### src/rtl/epwm_bridge.sv
module epwm_bridge #(
  parameter int TW  = 8,
  parameter int DBW = 7
) (
  input  logic           clk,
  input  logic           rst_n,
  input  logic           per_we,
  input  logic [TW-1:0]  per_wdata,
  input  logic           duty_we,
  input  logic [TW-1:0]  duty_wdata,
  input  logic           ctl_we,
  input  logic [7:0]     ctl_wdata,
  input  logic           dly_we,
  input  logic [DBW-1:0] dly_wdata,
  input  logic [1:0]     presc_sel,
  output logic           pin_a,
  output logic           pin_b,
  output logic           pin_c,
  output logic           pin_d
);

  localparam int TBW = TW + 2;

  typedef enum logic [1:0] {
    M_SINGLE = 2'b00,
    M_FWD    = 2'b01,
    M_HALF   = 2'b10,
    M_REV    = 2'b11
  } mode_e;

  logic [TW-1:0]  per_q, dhi_q, tmr_q;
  logic [1:0]     dlo_q, pol_q, fine_q;
  mode_e          mode_q;
  logic [DBW-1:0] dly_q, gap_cnt;
  logic [3:0]     dcnt, step_m1;
  logic [TBW-1:0] duty_s;
  logic           tick, wrap, pwm, pwm_d, gap;
  logic           act_a, act_b, act_c, act_d;

  always_ff @(posedge clk or negedge rst_n) begin
    if (!rst_n) begin
      per_q  <= '0;
      dhi_q  <= '0;
      dlo_q  <= '0;
      pol_q  <= '0;
      mode_q <= M_SINGLE;
      dly_q  <= '0;
    end else begin
      if (per_we)  per_q <= per_wdata;
      if (duty_we) dhi_q <= duty_wdata;
      if (dly_we)  dly_q <= dly_wdata;
      if (ctl_we) begin
        dlo_q  <= ctl_wdata[1:0];
        mode_q <= mode_e'(ctl_wdata[3:2]);
        pol_q  <= ctl_wdata[5:4];
      end
    end
  end

  assign step_m1 = (presc_sel == 2'b00) ? 4'd0 : (presc_sel == 2'b01) ? 4'd3 : 4'd15;
  assign tick    = (dcnt >= step_m1);
  assign wrap    = tick && (fine_q == 2'b11) && (tmr_q == per_q);

  always_ff @(posedge clk or negedge rst_n) begin
    if (!rst_n) begin
      dcnt   <= '0;
      fine_q <= '0;
      tmr_q  <= '0;
      duty_s <= '0;
    end else begin
      dcnt <= tick ? 4'd0 : dcnt + 4'd1;
      if (tick) begin
        fine_q <= fine_q + 2'd1;
        if (fine_q == 2'b11) begin
          if (tmr_q == per_q) begin
            tmr_q  <= '0;
            duty_s <= {dhi_q, dlo_q};
          end else begin
            tmr_q <= tmr_q + 1'b1;
          end
        end
      end
    end
  end

  assign pwm = ({tmr_q, fine_q} < duty_s);

  always_ff @(posedge clk or negedge rst_n) begin
    if (!rst_n) begin
      pwm_d   <= 1'b0;
      gap_cnt <= '0;
    end else begin
      pwm_d <= pwm;
      if (pwm != pwm_d)
        gap_cnt <= (dly_q == '0) ? '0 : dly_q - 1'b1;
      else if (gap_cnt != '0)
        gap_cnt <= gap_cnt - 1'b1;
    end
  end

  assign gap = ((pwm != pwm_d) && (dly_q != '0)) || (gap_cnt != '0);

  always_comb begin
    {act_a, act_b, act_c, act_d} = 4'b0000;
    unique case (mode_q)
      M_SINGLE: act_a = pwm;
      M_HALF: begin
        act_a = pwm && !gap;
        act_b = !pwm && !gap;
      end
      M_FWD: begin
        act_a = 1'b1;
        act_d = pwm;
      end
      M_REV: begin
        act_c = 1'b1;
        act_b = pwm;
      end
    endcase
  end

  assign pin_a = act_a ^ pol_q[0];
  assign pin_c = act_c ^ pol_q[0];
  assign pin_b = act_b ^ pol_q[1];
  assign pin_d = act_d ^ pol_q[1];

  a_r2_wrap_clears: assert property (@(posedge clk) disable iff (!rst_n)
    wrap |=> (tmr_q == '0 && fine_q == 2'b00));

  a_r4_slave_latch: assert property (@(posedge clk) disable iff (!rst_n)
    wrap |=> (duty_s == $past({dhi_q, dlo_q})));

  a_r4_slave_hold: assert property (@(posedge clk) disable iff (!rst_n)
    !wrap |=> $stable(duty_s));

  a_r6_single_quiet: assert property (@(posedge clk) disable iff (!rst_n)
    (mode_q == M_SINGLE) |-> (!(pin_b ^ pol_q[1]) && !(pin_c ^ pol_q[0]) && !(pin_d ^ pol_q[1])));

  a_r7_no_overlap: assert property (@(posedge clk) disable iff (!rst_n)
    (mode_q == M_HALF) |-> !((pin_a ^ pol_q[0]) && (pin_b ^ pol_q[1])));

  a_r8_fwd_levels: assert property (@(posedge clk) disable iff (!rst_n)
    (mode_q == M_FWD) |-> ((pin_a ^ pol_q[0]) && !(pin_b ^ pol_q[1]) && !(pin_c ^ pol_q[0])));

  a_r9_rev_levels: assert property (@(posedge clk) disable iff (!rst_n)
    (mode_q == M_REV) |-> ((pin_c ^ pol_q[0]) && !(pin_a ^ pol_q[0]) && !(pin_d ^ pol_q[1])));

endmodule

### config.mk
export PLATFORM = sky130hd
export DESIGN_NAME = epwm_bridge
export DESIGN_NICKNAME = d
export VERILOG_FILES = /design/src/rtl/epwm_bridge.sv
export SDC_FILE = /design/constraint.sdc
export NUM_CORES = 1
export LEC_CHECK = 0
export CORE_ASPECT_RATIO = 1.25
export CORE_UTILIZATION = 61
export CTS_BUF_LIST = sky130_fd_sc_hd__clkbuf_8
export DETAILED_ROUTE_END_ITERATION = 8
export GPL_TIMING_DRIVEN = 1
export PLACE_DENSITY_LB_ADDON = 0.08
export SYNTH_ARGS = -nofsm -noshare
export SYNTH_HDL_FRONTEND = slang
export SYNTH_SLANG_ARGS = --single-unit
export TNS_END_PERCENT = 50
### constraint.sdc
create_clock -name clk -period 4.95 [get_ports clk]
set_input_delay 0.99 -clock clk [delete_from_list [all_inputs] [get_ports clk]]
set_output_delay 0.99 -clock clk [all_outputs]
set_load 0.02 [all_outputs]
==> impl_metrics.env <==
export IMPL_ys_types=32
export IMPL_arrival_ns=3.03
export IMPL_clock_latency_ns=0.34
export IMPL_fin_hold_ws_ns=0.497
export IMPL_worstMarginPinSlew_ns=0.890
export IMPL_tritoncts="done"
export IMPL_min_to="dcnt[0]"
export IMPL_wl_per_cell_um=14.4
export IMPL_core_area_mm2=0.00483
export IMPL_drt_pass1_iter_count=4
export IMPL_ys_flop_type="dfrtp_1"
export IMPL_ctsResizeCount=0
export IMPL_grt_usage=0.236
export IMPL_r2r_end="gap_cnt[3]"
export IMPL_dpl_hpwl_um=4020
export IMPL_grt_overflow=0
export IMPL_synth_seq_cells=61
export IMPL_antenna_found_initial=0
export IMPL_crit_required_ns=3.96
export IMPL_grt_first_pass_wirelength_um=9390
export IMPL_setup_ws_ns=0.928
export IMPL_nets=376
export IMPL_power_mw=1.74
export IMPL_slew_viol_final=0
export IMPL_fin_setup_tns_ns=0
export IMPL_vias_per_cell=5.46
export IMPL_cap_violations=0
export IMPL_drt_iter0_markers=81
export IMPL_leakagePower_nw=1.66
export IMPL_yosysWarnings=0
export IMPL_period_share=0.813
export IMPL_cts_path_max_buffers=2
export IMPL_totalWireLength_um=5520
export IMPL_holdPathStages=1
export IMPL_max_freq_ghz=0.249
export IMPL_cpPeakStageDelay_ns=0.75
export IMPL_post_place_ws_ns=1.31
export IMPL_dpl_cell_count=368
export IMPL_cts_buffers=9
export IMPL_setup_viol=0
export IMPL_rsz0062_at_grt="no"
export IMPL_vias=2096
export IMPL_slew_limit_headroom=0.401
export IMPL_fp_dieW_um=65.9
export IMPL_synth_edff_count=0
export IMPL_fin_crit_ns=4.02
export IMPL_post_route_util=0.782
export IMPL_ioPinCount=43
export IMPL_cts_sinks=61
export IMPL_drive_gt1_frac=0.201
export IMPL_nFillCells=359
export IMPL_run_status="complete, no violations"
export IMPL_hold_start="dcnt[0]"
export IMPL_hold_viol_final=0
export IMPL_hold_path_class="reg -> reg"
export IMPL_p_per_area_mw_per_mm2=460
export IMPL_start_util=0.644
export IMPL_num_antenna_cells=0
export IMPL_avgSynthCellArea_um2=11.4
export IMPL_grt_max_degree=62
export IMPL_dieArea_mm2=0.00539
export IMPL_die_height_um=81.9
export IMPL_cp_cell_sequence="or2_2, nor4_1, o21ai_0, a2bb2oi_1, xor2_1, clkdlybuf4s50_1"
export IMPL_cts_root_buf="clkbuf_8"
export IMPL_ir_worst_vdd_uv=337
export IMPL_setup_worst_path_class="reg -> out"
export IMPL_r2r_slack_ns=2.59
export IMPL_place_congestion=0.846
export IMPL_fin_area_mm2=0.00378
export IMPL_ant_nets=0
export IMPL_cts_hold_buffers=0
export IMPL_clock_skew_ns=0.00571
export IMPL_postPlaceCellArea_mm2=0.00357
export IMPL_synth_async_reset_ratio=1.00
export IMPL_clk_pin_slew_ns=0.06
export IMPL_post_route_drc_count=0
export IMPL_synthToLayoutAreaGrowth_pct=21.5
export IMPL_synth_seq_area_share=0.490
export IMPL_h_tree_depth=3
export IMPL_portBuffers=40
export IMPL_cts_setup_buffers=0
export IMPL_grt_pass1_vias=2137
export IMPL_crit_path_start_kind="flip-flop"
export IMPL_netlist_area_mm2=0.00311
export IMPL_worstRegToRegCells=6
export IMPL_slowest_stage="nor4_1"
export IMPL_syn_inst=272
export IMPL_crit_path_end_kind="output port"
export IMPL_synth_nets=329
export IMPL_reg2reg_from="tmr_q[2]"
export IMPL_finalNonFillerCells=384
export IMPL_placementRows=28
export IMPL_cp_max_fo=6
[Yosys cell counts (all sizes together), types with 2 or more instances]
cell     n  area, um^2
a211oi   2        15.0
a21oi    3        15.0
and3     3        18.8
clkbuf   5        18.8
dfrtp   61        1530
ha      18         225
inv     17        63.8
mux2    43         484
mux2i    3        30.0
nand2   12        45.0
nand2b   7        43.8
nand3    6        30.0
nand4    3        18.8
nor2    22        82.6
nor2b    3        18.8
nor3     4        20.0
nor4     2        27.5
o21ai   19        98.9
o31ai    4        30.0
or2      3        18.8
or4      2        15.0
xnor2   18         165
xor2     7        61.3
[power by group]
group | switching, mW | internal, mW
clock | 0.190 | 0.271
sequential | 0.0947 | 0.600
combinational | 0.273 | 0.310
total | 0.558 | 1.18
[state kept, by name, indices dropped and copies added (netlist names)]
signal,cells
fine_q,2
mode_q,2
per_q,8
dhi_q,8
dcnt,4
gap_cnt,7
dlo_q,2
duty_s,10
dly_q,7
tmr_q,8
pol_q,2
pwm_d,1
[cell usage in the layout, fill, tap and decap left out, types with 4 or more instances in the layout]
cell | netlist | routed
dfrtp_1 | 61 | 61
mux2_2 | 41 | 41
clkdlybuf4s50_1 | 0 | 39
nor2_1 | 22 | 22
o21ai_0 | 18 | 18
ha_1 | 18 | 18
inv_1 | 17 | 17
xnor2_1 | 17 | 17
nand2_1 | 12 | 12
clkbuf_8 | 0 | 12
nand2b_1 | 7 | 7
xor2_1 | 7 | 7
nand3_1 | 6 | 6
nor3_1 | 4 | 4
o31ai_1 | 4 | 4
[area by class of cell]
cell class | count | area, um^2 | share of cell area
Clock buffer | 12 | 165 | 0.0437
Clock inverter | 4 | 45.0 | 0.0119
Inverter | 17 | 63.8 | 0.0169
Multi-Input combinational cell | 189 | 1500 | 0.398
Sequential cell | 61 | 1530 | 0.404
Tap cell | 60 | 75.1 | 0.0198
Timing Repair Buffer | 41 | 403 | 0.107
[routing by layer]
layer / share of wire / GRT usage / vias to the layer above / wire length (um)
met4: 0.019 / 0.104 / 0 / 104
li1: - / - / 1029 / -
met1: 0.43 / 0.272 / 1019 / 2390
met5: 0 / 0 / - / 0
met2: 0.52 / 0.411 / 38 / 2850
met3: 0.032 / 0.0583 / 10 / 175
[worst max path at each step]
| stage | from | end | slack [ns] |
|---|---|---|---|
| after global placement | dly_q[3] | pin_a | 1.31 |
| after detailed placement | tmr_q[5] | pin_b | 1.31 |
| final | dly_q[3] | pin_a | 0.93 |
| after CTS | dly_q[3] | pin_a | 0.91 |
| after global routing | dly_q[3] | pin_a | 0.68 |
| after floorplan | tmr_q[5] | pin_b | 1.92 |
[critical path: cells and delay by family, from the launching register on]
| family | cells | cell delay [ns] |
|---|---|---|
| and+or+nand+nor | 2 | 1.10 |
| buffers and inverters | 1 | 0.62 |
| DFF | 1 | 0.43 |
| AOI/OAI and AO/OA | 2 | 0.38 |
| xor gates and xnor gates | 1 | 0.17 |
[logic make-up after synthesis]
group           after synthesis  synth area share
mux                          46             0.165
flops                        61             0.490
buf+inv                      22            0.0265
xor+xnor                     25            0.0728
fa+ha+maj                    18            0.0723
compound gates               31            0.0591
simple gates                 69             0.114
(Power assumes the default switching activity.)
